## config.mk

```make
export PLATFORM = sky130hd
export DESIGN_NAME = pscl_timer
export DESIGN_NICKNAME = d
export VERILOG_FILES = /design/src/rtl/ptmr_pkg.sv /design/src/rtl/ptmr_bus.sv /design/src/rtl/ptmr_count.sv /design/src/rtl/ptmr_flags.sv /design/src/rtl/pscl_timer.sv
export SDC_FILE = /design/constraint.sdc
export NUM_CORES = 1
export LEC_CHECK = 0
export BUFFER_PORTS_ARGS = -buffer_cell sky130_fd_sc_hd__buf_2
export CORE_MARGIN = 1.5
export CORE_UTILIZATION = 55
export DETAILED_ROUTE_END_ITERATION = 10
export MAX_ROUTING_LAYER = met4
export PLACE_DENSITY_LB_ADDON = 0.15
export SLEW_MARGIN = 20
export SYNTH_ARGS = -nofsm -noshare
export SYNTH_HDL_FRONTEND = slang
export SYNTH_SLANG_ARGS = --single-unit
```

## constraint.sdc

```tcl
create_clock -name clk -period 7.4 [get_ports clk]
set_clock_uncertainty 0.1 [all_clocks]
set_input_delay 1.48 -clock clk [delete_from_list [all_inputs] [get_ports clk]]
set_output_delay 1.48 -clock clk [all_outputs]
set_load 0.01 [all_outputs]
```

## src/rtl/ptmr_pkg.sv

```systemverilog
package ptmr_pkg;

    // word indices (byte offset / 4) of the register map
    localparam int WORD_FLAG = 0;
    localparam int WORD_CTRL = 1;
    localparam int WORD_TC   = 2;
    localparam int WORD_PR   = 3;
    localparam int WORD_PC   = 4;
    localparam int WORD_MR0  = 6;

    // control word: bit 1 hold-clear, bit 0 run
    typedef struct packed {
        logic hold_clr;
        logic run;
    } ctrl_t;

    typedef enum logic [2:0] {
        RS_NONE,
        RS_FLAG,
        RS_CTRL,
        RS_TC,
        RS_PR,
        RS_PC,
        RS_MR
    } rsel_e;

    function automatic rsel_e word_sel(input int w, input int n_match);
        if (w == WORD_FLAG)                              return RS_FLAG;
        else if (w == WORD_CTRL)                         return RS_CTRL;
        else if (w == WORD_TC)                           return RS_TC;
        else if (w == WORD_PR)                           return RS_PR;
        else if (w == WORD_PC)                           return RS_PC;
        else if (w >= WORD_MR0 && w < WORD_MR0 + n_match) return RS_MR;
        else                                             return RS_NONE;
    endfunction

endpackage

```

## src/rtl/ptmr_bus.sv

```systemverilog
module ptmr_bus
    import ptmr_pkg::*;
#(
    parameter int CNT_W   = 16,
    parameter int N_MATCH = 4,
    parameter int AW      = 8,
    parameter int DW      = 32
) (
    input  logic                            clk,
    input  logic                            rst,
    input  logic                            wr_en,
    input  logic                            rd_en,
    input  logic [AW-1:0]                   addr,
    input  logic [DW-1:0]                   wdata,
    input  logic [CNT_W-1:0]                tc,
    input  logic [CNT_W-1:0]                pc,
    input  logic [N_MATCH-1:0]              flags,
    output ctrl_t                           ctrl,
    output logic [CNT_W-1:0]                pr,
    output logic [N_MATCH-1:0][CNT_W-1:0]   mr,
    output logic                            tc_ld,
    output logic                            pc_ld,
    output logic [CNT_W-1:0]                ld_val,
    output logic [N_MATCH-1:0]              flag_clr,
    output logic [DW-1:0]                   rdata
);

    localparam int WW = AW - 2;

    logic [WW-1:0] word;
    logic [WW-1:0] mr_word;
    logic          aligned;
    rsel_e         sel;
    logic [DW-1:0] rd_val;

    assign word    = addr[AW-1:2];
    assign aligned = (addr[1:0] == 2'b00);
    assign mr_word = word - WW'(WORD_MR0);
    assign sel     = aligned ? word_sel(int'(word), N_MATCH) : RS_NONE;

    // configuration registers
    always_ff @(posedge clk) begin
        if (rst) begin
            ctrl <= '0;
            pr   <= '0;
        end else if (wr_en) begin
            case (sel)
                RS_CTRL: ctrl <= ctrl_t'(wdata[1:0]);
                RS_PR:   pr   <= wdata[CNT_W-1:0];
                default: ;
            endcase
        end
    end

    generate
        for (genvar g = 0; g < N_MATCH; g++) begin : g_mr
            always_ff @(posedge clk) begin
                if (rst)
                    mr[g] <= '0;
                else if (wr_en && sel == RS_MR && mr_word == WW'(g))
                    mr[g] <= wdata[CNT_W-1:0];
            end
        end
    endgenerate

    // strobes toward the counters and flags
    assign tc_ld    = wr_en && (sel == RS_TC);
    assign pc_ld    = wr_en && (sel == RS_PC);
    assign ld_val   = wdata[CNT_W-1:0];
    assign flag_clr = (wr_en && sel == RS_FLAG) ? wdata[N_MATCH-1:0] : '0;

    // read multiplexer
    always_comb begin
        rd_val = '0;
        case (sel)
            RS_FLAG: rd_val = DW'(flags);
            RS_CTRL: rd_val = {{(DW-2){1'b0}}, ctrl};
            RS_TC:   rd_val = DW'(tc);
            RS_PR:   rd_val = DW'(pr);
            RS_PC:   rd_val = DW'(pc);
            RS_MR: begin
                for (int i = 0; i < N_MATCH; i++)
                    if (mr_word == WW'(i))
                        rd_val = DW'(mr[i]);
            end
            default: rd_val = '0;
        endcase
    end

    always_ff @(posedge clk) begin
        if (rst)
            rdata <= '0;
        else
            rdata <= rd_en ? rd_val : '0;
    end

endmodule

```

## src/rtl/ptmr_count.sv

```systemverilog
module ptmr_count
    import ptmr_pkg::*;
#(
    parameter int CNT_W = 16
) (
    input  logic             clk,
    input  logic             rst,
    input  ctrl_t            ctrl,
    input  logic [CNT_W-1:0] pr,
    input  logic             tc_ld,
    input  logic             pc_ld,
    input  logic [CNT_W-1:0] ld_val,
    output logic [CNT_W-1:0] tc,
    output logic [CNT_W-1:0] pc,
    output logic             step,
    output logic [CNT_W-1:0] tc_nxt
);

    logic term;

    // a prescale value lowered below the running count ends the period at once
    assign term   = (pc >= pr);
    assign step   = ctrl.run && !ctrl.hold_clr && !tc_ld && term;
    assign tc_nxt = tc + 1'b1;

    always_ff @(posedge clk) begin
        if (rst || ctrl.hold_clr) begin
            tc <= '0;
            pc <= '0;
        end else begin
            if (tc_ld)
                tc <= ld_val;
            else if (step)
                tc <= tc_nxt;

            if (pc_ld)
                pc <= ld_val;
            else if (ctrl.run)
                pc <= term ? '0 : pc + 1'b1;
        end
    end

endmodule

```

## src/rtl/ptmr_flags.sv

```systemverilog
module ptmr_flags #(
    parameter int CNT_W   = 16,
    parameter int N_MATCH = 4
) (
    input  logic                          clk,
    input  logic                          rst,
    input  logic                          step,
    input  logic [CNT_W-1:0]              tc_nxt,
    input  logic [N_MATCH-1:0][CNT_W-1:0] mr,
    input  logic [N_MATCH-1:0]            clr,
    output logic [N_MATCH-1:0]            flags
);

    generate
        for (genvar g = 0; g < N_MATCH; g++) begin : g_ch
            logic hit;
            assign hit = step && (tc_nxt == mr[g]);

            always_ff @(posedge clk) begin
                if (rst)
                    flags[g] <= 1'b0;
                else if (hit)
                    flags[g] <= 1'b1;
                else if (clr[g])
                    flags[g] <= 1'b0;
            end
        end
    endgenerate

endmodule

```

## src/rtl/pscl_timer.sv

```systemverilog
module pscl_timer
    import ptmr_pkg::*;
#(
    parameter int CNT_W   = 16,
    parameter int N_MATCH = 4,
    parameter int AW      = 8,
    parameter int DW      = 32
) (
    input  logic          clk,
    input  logic          rst,
    input  logic          bus_wr,
    input  logic          bus_rd,
    input  logic [AW-1:0] bus_addr,
    input  logic [DW-1:0] bus_wdata,
    output logic [DW-1:0] bus_rdata,
    output logic          irq
);

    ctrl_t                         ctrl;
    logic [CNT_W-1:0]              pr;
    logic [N_MATCH-1:0][CNT_W-1:0] mr;
    logic                          tc_ld;
    logic                          pc_ld;
    logic [CNT_W-1:0]              ld_val;
    logic [N_MATCH-1:0]            flag_clr;
    logic [CNT_W-1:0]              tc;
    logic [CNT_W-1:0]              pc;
    logic                          step;
    logic [CNT_W-1:0]              tc_nxt;
    logic [N_MATCH-1:0]            flags;

    ptmr_bus #(
        .CNT_W(CNT_W), .N_MATCH(N_MATCH), .AW(AW), .DW(DW)
    ) u_bus (
        .clk      (clk),
        .rst      (rst),
        .wr_en    (bus_wr),
        .rd_en    (bus_rd),
        .addr     (bus_addr),
        .wdata    (bus_wdata),
        .tc       (tc),
        .pc       (pc),
        .flags    (flags),
        .ctrl     (ctrl),
        .pr       (pr),
        .mr       (mr),
        .tc_ld    (tc_ld),
        .pc_ld    (pc_ld),
        .ld_val   (ld_val),
        .flag_clr (flag_clr),
        .rdata    (bus_rdata)
    );

    ptmr_count #(
        .CNT_W(CNT_W)
    ) u_count (
        .clk    (clk),
        .rst    (rst),
        .ctrl   (ctrl),
        .pr     (pr),
        .tc_ld  (tc_ld),
        .pc_ld  (pc_ld),
        .ld_val (ld_val),
        .tc     (tc),
        .pc     (pc),
        .step   (step),
        .tc_nxt (tc_nxt)
    );

    ptmr_flags #(
        .CNT_W(CNT_W), .N_MATCH(N_MATCH)
    ) u_flags (
        .clk    (clk),
        .rst    (rst),
        .step   (step),
        .tc_nxt (tc_nxt),
        .mr     (mr),
        .clr    (flag_clr),
        .flags  (flags)
    );

    assign irq = |flags;

endmodule

```

==> After elaboration in Yosys (flattened, before gate mapping) <==
Cells that the tools add are included.
{ "word_totals": {"ff_bits": 150, "input_bits": 44, "output_inout_bits": 33, "wordCells": 96} }
{ "op_classes": {"add_sub_neg": 3, "order_cmp": 3, "eq_ne": 17, "mux": 26, "bitwise_logic": 1, "n_reduce_logical": 32} }
{ "ops": {"columns": ["cell", "n"], "rows": [
  ["case mux 32 bit (6 select lines)", 1],
  ["2-to-1 mux 16 bit", 9],
  ["== test 16 bit", 4],
  ["adder 16 x 1 -> 16 bit (second input constant)", 2],
  ["2-to-1 mux 3 bit", 7],
  ["== test 6 x 2 -> 1 bit (second input constant)", 3],
  [">= comparator 16 bit", 1],
  ["logical AND 1 bit", 16],
  ["== test 6 x 3 -> 1 bit (second input constant)", 2],
  ["logical NOT 6 bit", 2],
  ["nonzero test 2 bit", 6],
  ["== test 3 bit (second input constant)", 3],
  ["2-to-1 mux 1 bit", 8],
  ["== test 3 x 2 -> 1 bit (second input constant)", 2],
  ["== test 6 x 1 -> 1 bit (second input constant)", 1],
  ["== test 6 x 4 -> 1 bit (second input constant)", 1],
  [">= comparator 6 x 3 -> 1 bit (second input constant)", 1],
  ["< comparator 6 x 4 -> 1 bit (second input constant)", 1],
  ["subtractor 6 x 3 -> 6 bit (second input constant)", 1],
  ["2-to-1 mux 4 bit", 1],
  ["AND reduction 2 bit", 2],
  ["OR reduction 4 bit", 1],
  ["== test 3 x 1 -> 1 bit (second input constant)", 1],
  ["logical NOT 1 bit", 2],
  ["4 further kinds", 4]
]} }

==> Logic depth before layout (Yosys ltp) <==
{ "depth": {"depth_word": 16, "depth_mapped": 11, "ltp_nobuf": 9} }

==> Modules after synthesis <==
Synthesis repeated with hierarchy kept, for this count alone.
{ "hier_totals": {"hier_cells": 955, "area_unflattened_um2": 8476.9} }
{ "modules_own_cells": {"columns": ["mod", "instances", "cells_per_inst", "area_each_um2", "seq_area_each_um2"], "rows": [
  ["ptmr_bus", 1, 547, 5237.5, 1961.9],
  ["ptmr_count", 1, 302, 2398.6, 640.6],
  ["ptmr_flags", 1, 105, 833.3, 80.1],
  ["pscl_timer", 1, 1, 7.5, 0.0]
]} }

==> Least setup slack after synthesis <==
Ideal clock, no wire load.
{ "synth_timing": {"path_kind": "in2reg", "start": "input port bus_addr[6]", "end": "register u_bus.mr[37] (netlist name)", "setup_time_ns": 0.128, "t_arrival_ns": 3.537, "required_time_ns": 7.172, "path_slack_ns": 3.636, "stages": 8, "n_path_buf": 2, "path_cell_list": "or4_1 -> clkbuf_1 -> a2111oi_4 -> nand2_2 -> nor3_4 -> buf_6 -> mux2i_1 -> nor2_1"} }
{ "synth_between": {"elab_chain_cells": 12, "elab_cells_between_ends": 20, "cone_classes": "add/sub (1); order compare (2); eq/ne (6); mux (7); reduce/logical (4)"} }
{ "synth_rtl": {"columns": ["element", "line_no", "source"], "rows": [
  ["start, declared", "pscl_timer.sv:13", "input logic [AW-1:0] bus_addr,"],
  [">= comparator 6 x 3 -> 1 bit / < comparator 6 x 4 -> 1 bit (equally long branches)", "ptmr_pkg.sv:33", "else if (w >= WORD_MR0 && w < WORD_MR0 + n_match) return RS_MR;"],
  ["logical AND 1 bit", "ptmr_pkg.sv:33", null],
  ["2-to-1 mux 3 bit", "ptmr_pkg.sv:33", null],
  ["2-to-1 mux 3 bit", "ptmr_pkg.sv:32", "else if (w == WORD_PC) return RS_PC;"],
  ["2-to-1 mux 3 bit", "ptmr_pkg.sv:31", "else if (w == WORD_PR) return RS_PR;"],
  ["2-to-1 mux 3 bit", "ptmr_pkg.sv:30", "else if (w == WORD_TC) return RS_TC;"],
  ["2-to-1 mux 3 bit", "ptmr_pkg.sv:29", "else if (w == WORD_CTRL) return RS_CTRL;"],
  ["2-to-1 mux 3 bit", "ptmr_pkg.sv:28", "if (w == WORD_FLAG) return RS_FLAG;"],
  ["2-to-1 mux 3 bit", "ptmr_bus.sv:39", "assign sel = aligned ? word_sel(int'(word), N_MATCH) : RS_NONE;"],
  ["== test 3 bit", "ptmr_bus.sv:60", "else if (wr_en && sel == RS_MR && mr_word == WW'(g))"],
  ["logical AND 1 bit", "ptmr_bus.sv:60", null],
  ["logical AND 1 bit *", "ptmr_bus.sv:60", null],
  ["end signal, assigned by index", "ptmr_bus.sv:61", "mr[g] <= wdata[CNT_W-1:0];"],
  ["end, declared", "ptmr_bus.sv:20", "output logic [N_MATCH-1:0][CNT_W-1:0] mr,"]
]} }
Mark *: on every way between the ends. The rest lies on a longest branch, timed or not.
A chain may end at the register's enable or synchronous reset.

==> Final worst setup path <==
{ "layout_timing": {"start": "input port bus_addr[6]", "end": "register u_flags.flags[2]"} }
{ "layout_between": {"elab_chain_cells": 16, "elab_cells_between_ends": 26, "cone_classes": "order compare (2); eq/ne (6); mux (9); reduce/logical (9)"} }
{ "layout_rtl": {"columns": ["element", "line_no", "source"], "rows": [
  [">= comparator 6 x 3 -> 1 bit / < comparator 6 x 4 -> 1 bit (equally long branches)", "ptmr_pkg.sv:33", null],
  ["logical AND 1 bit", "ptmr_pkg.sv:33", null],
  ["2-to-1 mux 3 bit", "ptmr_pkg.sv:33", null],
  ["2-to-1 mux 3 bit", "ptmr_pkg.sv:32", null],
  ["2-to-1 mux 3 bit", "ptmr_pkg.sv:31", null],
  ["2-to-1 mux 3 bit", "ptmr_pkg.sv:30", null],
  ["2-to-1 mux 3 bit", "ptmr_pkg.sv:29", null],
  ["2-to-1 mux 3 bit *", "ptmr_pkg.sv:28", null],
  ["2-to-1 mux 3 bit *", "ptmr_bus.sv:39", null],
  ["== test 3 x 2 -> 1 bit", "ptmr_bus.sv:67", "assign tc_ld = wr_en && (sel == RS_TC);"],
  ["logical AND 1 bit", "ptmr_bus.sv:67", null],
  ["logical NOT 1 bit", "ptmr_count.sv:23", "assign step = ctrl.run && !ctrl.hold_clr && !tc_ld && term;"],
  ["logical AND 1 bit (2 in series)", "ptmr_count.sv:23", null],
  ["logical AND 1 bit", "ptmr_flags.sv:17", "assign hit = step && (tc_nxt == mr[g]);"],
  ["2-to-1 mux 1 bit / nonzero test 2 bit (equally long branches)", null, null],
  ["end signal, assigned by index", "ptmr_flags.sv:21", "flags[g] <= 1'b0;"],
  ["end signal, assigned by index", "ptmr_flags.sv:23", "flags[g] <= 1'b1;"],
  ["end signal, assigned by index", "ptmr_flags.sv:25", "flags[g] <= 1'b0;"],
  ["end, declared", "ptmr_flags.sv:11", "output logic [N_MATCH-1:0] flags"]
]} }
Marked as above.

==> metrics.md <==
| Metric | Value |
|---|---|
| Slowest-stage cell, CP | nand2_1 |
| Share of cells above drive strength 1 | 11.5% |
| Vias post-DR | 7458 |
| Hold-fix buffers, CTS | 0 |
| Post-synthesis register bit count | 134 |
| Initial Util | 56.5% |
| Mean Syn Cell Area | 8.20 sq um |
| Most common cell in the netlist | dfxtp_1 |
| Pin slew with the least headroom to its limit | 1070 ps |
| Latest clock arrival within the worst-skew pair | 420 ps |
| Power per cell area | 185 nW/um^2 |
| Nets@finish | 1056 |
| Yosys top cell area share | 32.7% |
| Max rail drop VDD | 0.171 mV |
| Largest net degree at the start of global routing | 89 |
| CP Data Required Time | 7610 ps |
| Worst Path Arrival | 5270 ps |
| Crit Path Class | in2reg |
| Leak | 3.10 nW |
| Synth unique cells | 62 |
| Vias per cell | 6.27 |
| Initial drt markers | 821 |
| PostCTS Resize Cnt | 0 |
| Slew headroom | 28.1% |
| Placer Congestion | 1.02 |
| Final hold viol count | 0 |
| Clock tree sinks | 134 |
| Die Span Y | 125 um |
| Setup violators final | 0 |
| RSZ-0062 raised after global routing | no |
| Final wirelength | 24600 um |
| Number of global-route vias before repair | 6792 |
| Slew Viols, Final | 0 |
| Final WS setup | 2340 ps |
| Die W | 125 um |
| Syn Inst Count | 1001 |
| DRC errors left | 0 |
| TritonCTS buffer count | 17 |
| Critical-path cell list | buf_2, or4_1, or3_1, nor3b_2, nand2_1, nand3_1, nor2_1, a31o_2 |
| IO Pins | 77 |
| Post-DP HPWL | 17200 um |
| CTS tree | built |
| Gr ovfl total | 0 |
| Cell accounting for the most synthesized area | dfxtp_1 |
| Number of setup buffers added after CTS | 0 |
| Setup TNS | 0 ps |
| Initial antenna violation count | 0 |
| WP buf/inv | 1 |
| Die area | 15700 sq um |
| Ys Warns | 0 |
| Critical Path Source Type | input port |
| DRT antenna net count | 0 |
| Post-Syn Area | 8210 sq um |
| CP delay by family, top | simple AND/OR/NAND/NOR gates |
| I/O Buffers | 44 |
| Fill cells | 1324 |
| Setup slack at placement | 2050 ps |
| Clock root buffer | clkbuf_16 |
| First-pass GRT wire length | 38600 um |
| Crit end category | flop |
| Post-synth EDFFs | 0 |
| Core Rows | 44 |
| Worst path max stage delay | 920 ps |
| Worst Hold Class | reg2reg |
| Maxcap violations | 0 |
| Tcrit/Tclk final | 68.4% |
| Fmax | 0.197 GHz |
| # diodes | 0 |
| Area grow syn2layout | 9.27% |
| Worst-path clk slew | 50 ps |
| Sequential fraction of the synthesis area | 32.7% |
| Outcome | completed |
| DRT Pass-1 Iters | 7 |
| Async set-or-reset flop fraction in the synthesized netlist | 0% |
| H-tree Lvls | 4 |
| Worst-path fanout max | 33 |
| Average wire per standard cell | 20.6 um |
| Main synth FF type | dfxtp_1 |
| Dominant cells by area after synthesis | dfxtp_1 33%, mux2i_1 6.2%, nand2_1 5.2%, xor2_1 4.6%, o21ai_0 4.6% |
| Top cells by count, synth | 134 x dfxtp_1, 113 x nand2_1, 89 x nor2_1 |
| Core area | 14500 sq um |
| CTS Buffer Depth | 2 |
| Tmin final | 5060 ps |
| GRT Total Usage | 32.3% |
-- worst register-to-register path, cell delays in order, from the launching register on --
cell and delay, ps:
dfxtp_1 560, ha_1 330, and3_1 360, nand3_1 290, xor2_1 260, a2111oi_0 510, nor4b_1 460, o211ai_1 190
o31ai_1 250
-- per-stage QoR --
| step | std cells | utilization, % | cell area, sq um | hold WS, ps | power, W |
|---|---|---|---|---|---|
| final | 1189 | 61.7 | 8970 | 354 | 0.00166 |
| after global routing | 1189 | 61.7 | 8970 | 369 | 0.00170 |
| after CTS | 1188 | 61.6 | 8950 | 354 | 0.00167 |
| after detailed placement | 1157 | 57.5 | 8350 | 347 | 0.000805 |
| after global placement | 1157 | 57.5 | 8350 | 342 | 0.000805 |
| after floorplan | 1016 | - | 8270 | 336 | 0.000784 |
-- layout make-up --
type	count	area, sq um	area share [%]
clock buffers	23	478	5.33
inverters	24	90.1	1.00
multi-input cells	761	5060	56.5
flip-flops and latches	134	2680	29.9
repair buffers	55	303	3.38
well taps	184	230	2.57
clock inverters	8	123	1.37
-- logic make-up after synthesis --
| family | synth area share, % |
|---|---|
| other | 0.0457 |
| xor gates and xnor gates | 8.54 |
| muxes | 10.6 |
| AOI/OAI and AO/OA | 18.8 |
| buffers and inverters | 6.60 |
| adders and majority gates | 2.90 |
| and+or+nand+nor | 19.9 |
| DFF | 32.7 |
-- cell usage in the layout, fill, tap and decap left out, types with 9 or more instances in the layout --
master       n
a21oi_1     67
a222oi_1    14
a31oi_1     26
and3_1      12
buf_2       44
buf_4       11
clkbuf_16   17
conb_1      16
dfxtp_1    134
ha_1        19
inv_1       24
mux2i_1     51
mux4_2      16
nand2_1    113
nand2b_1    16
nand3_1     22
nand3b_1    14
nor2_1      88
o211ai_1    10
o21ai_0     75
o31ai_1     14
or3_1        9
xnor2_1     37
xor2_1      43
-- registers in the layout, indices dropped and copies added, names as in the netlist --
signal	count
u_flags.flags	4
u_bus.pr	16
u_bus.rdata	16
u_count.pc	16
u_bus.ctrl	2
u_bus.mr	64
u_count.tc	16
-- report_power, final --
group	internal (W)	total [W]	leakage, nW	switching (W)
combinational	0.0000177	0.0000680	1.74	0.0000504
clock	0.000554	0.000870	0.285	0.000317
sequential	0.000722	0.000723	1.08	0.000000961
-- worst paths after layout --
check                             start                             to  slack (ps)  cells past startpoint
min reg2reg   u_bus.pr[12]$_SDFFE_PP0P_      u_bus.pr[12]$_SDFFE_PP0P_         350                      2
max                         bus_addr[6]  u_flags.flags[2]$_SDFFE_PP0P_        2340                      8
min           u_bus.pr[12]$_SDFFE_PP0P_      u_bus.pr[12]$_SDFFE_PP0P_         350                      2
max reg2reg  u_count.tc[0]$_SDFFE_PP0P_  u_flags.flags[3]$_SDFFE_PP0P_        3990                      8
-- layer usage --
layer  track usage (%)  wire length [um]
met2              49.7             11300
met4              11.5               737
met5                 -                 0
met1              42.3             10700
met3              6.55              1730
Power figures use the tool's default switching activity.
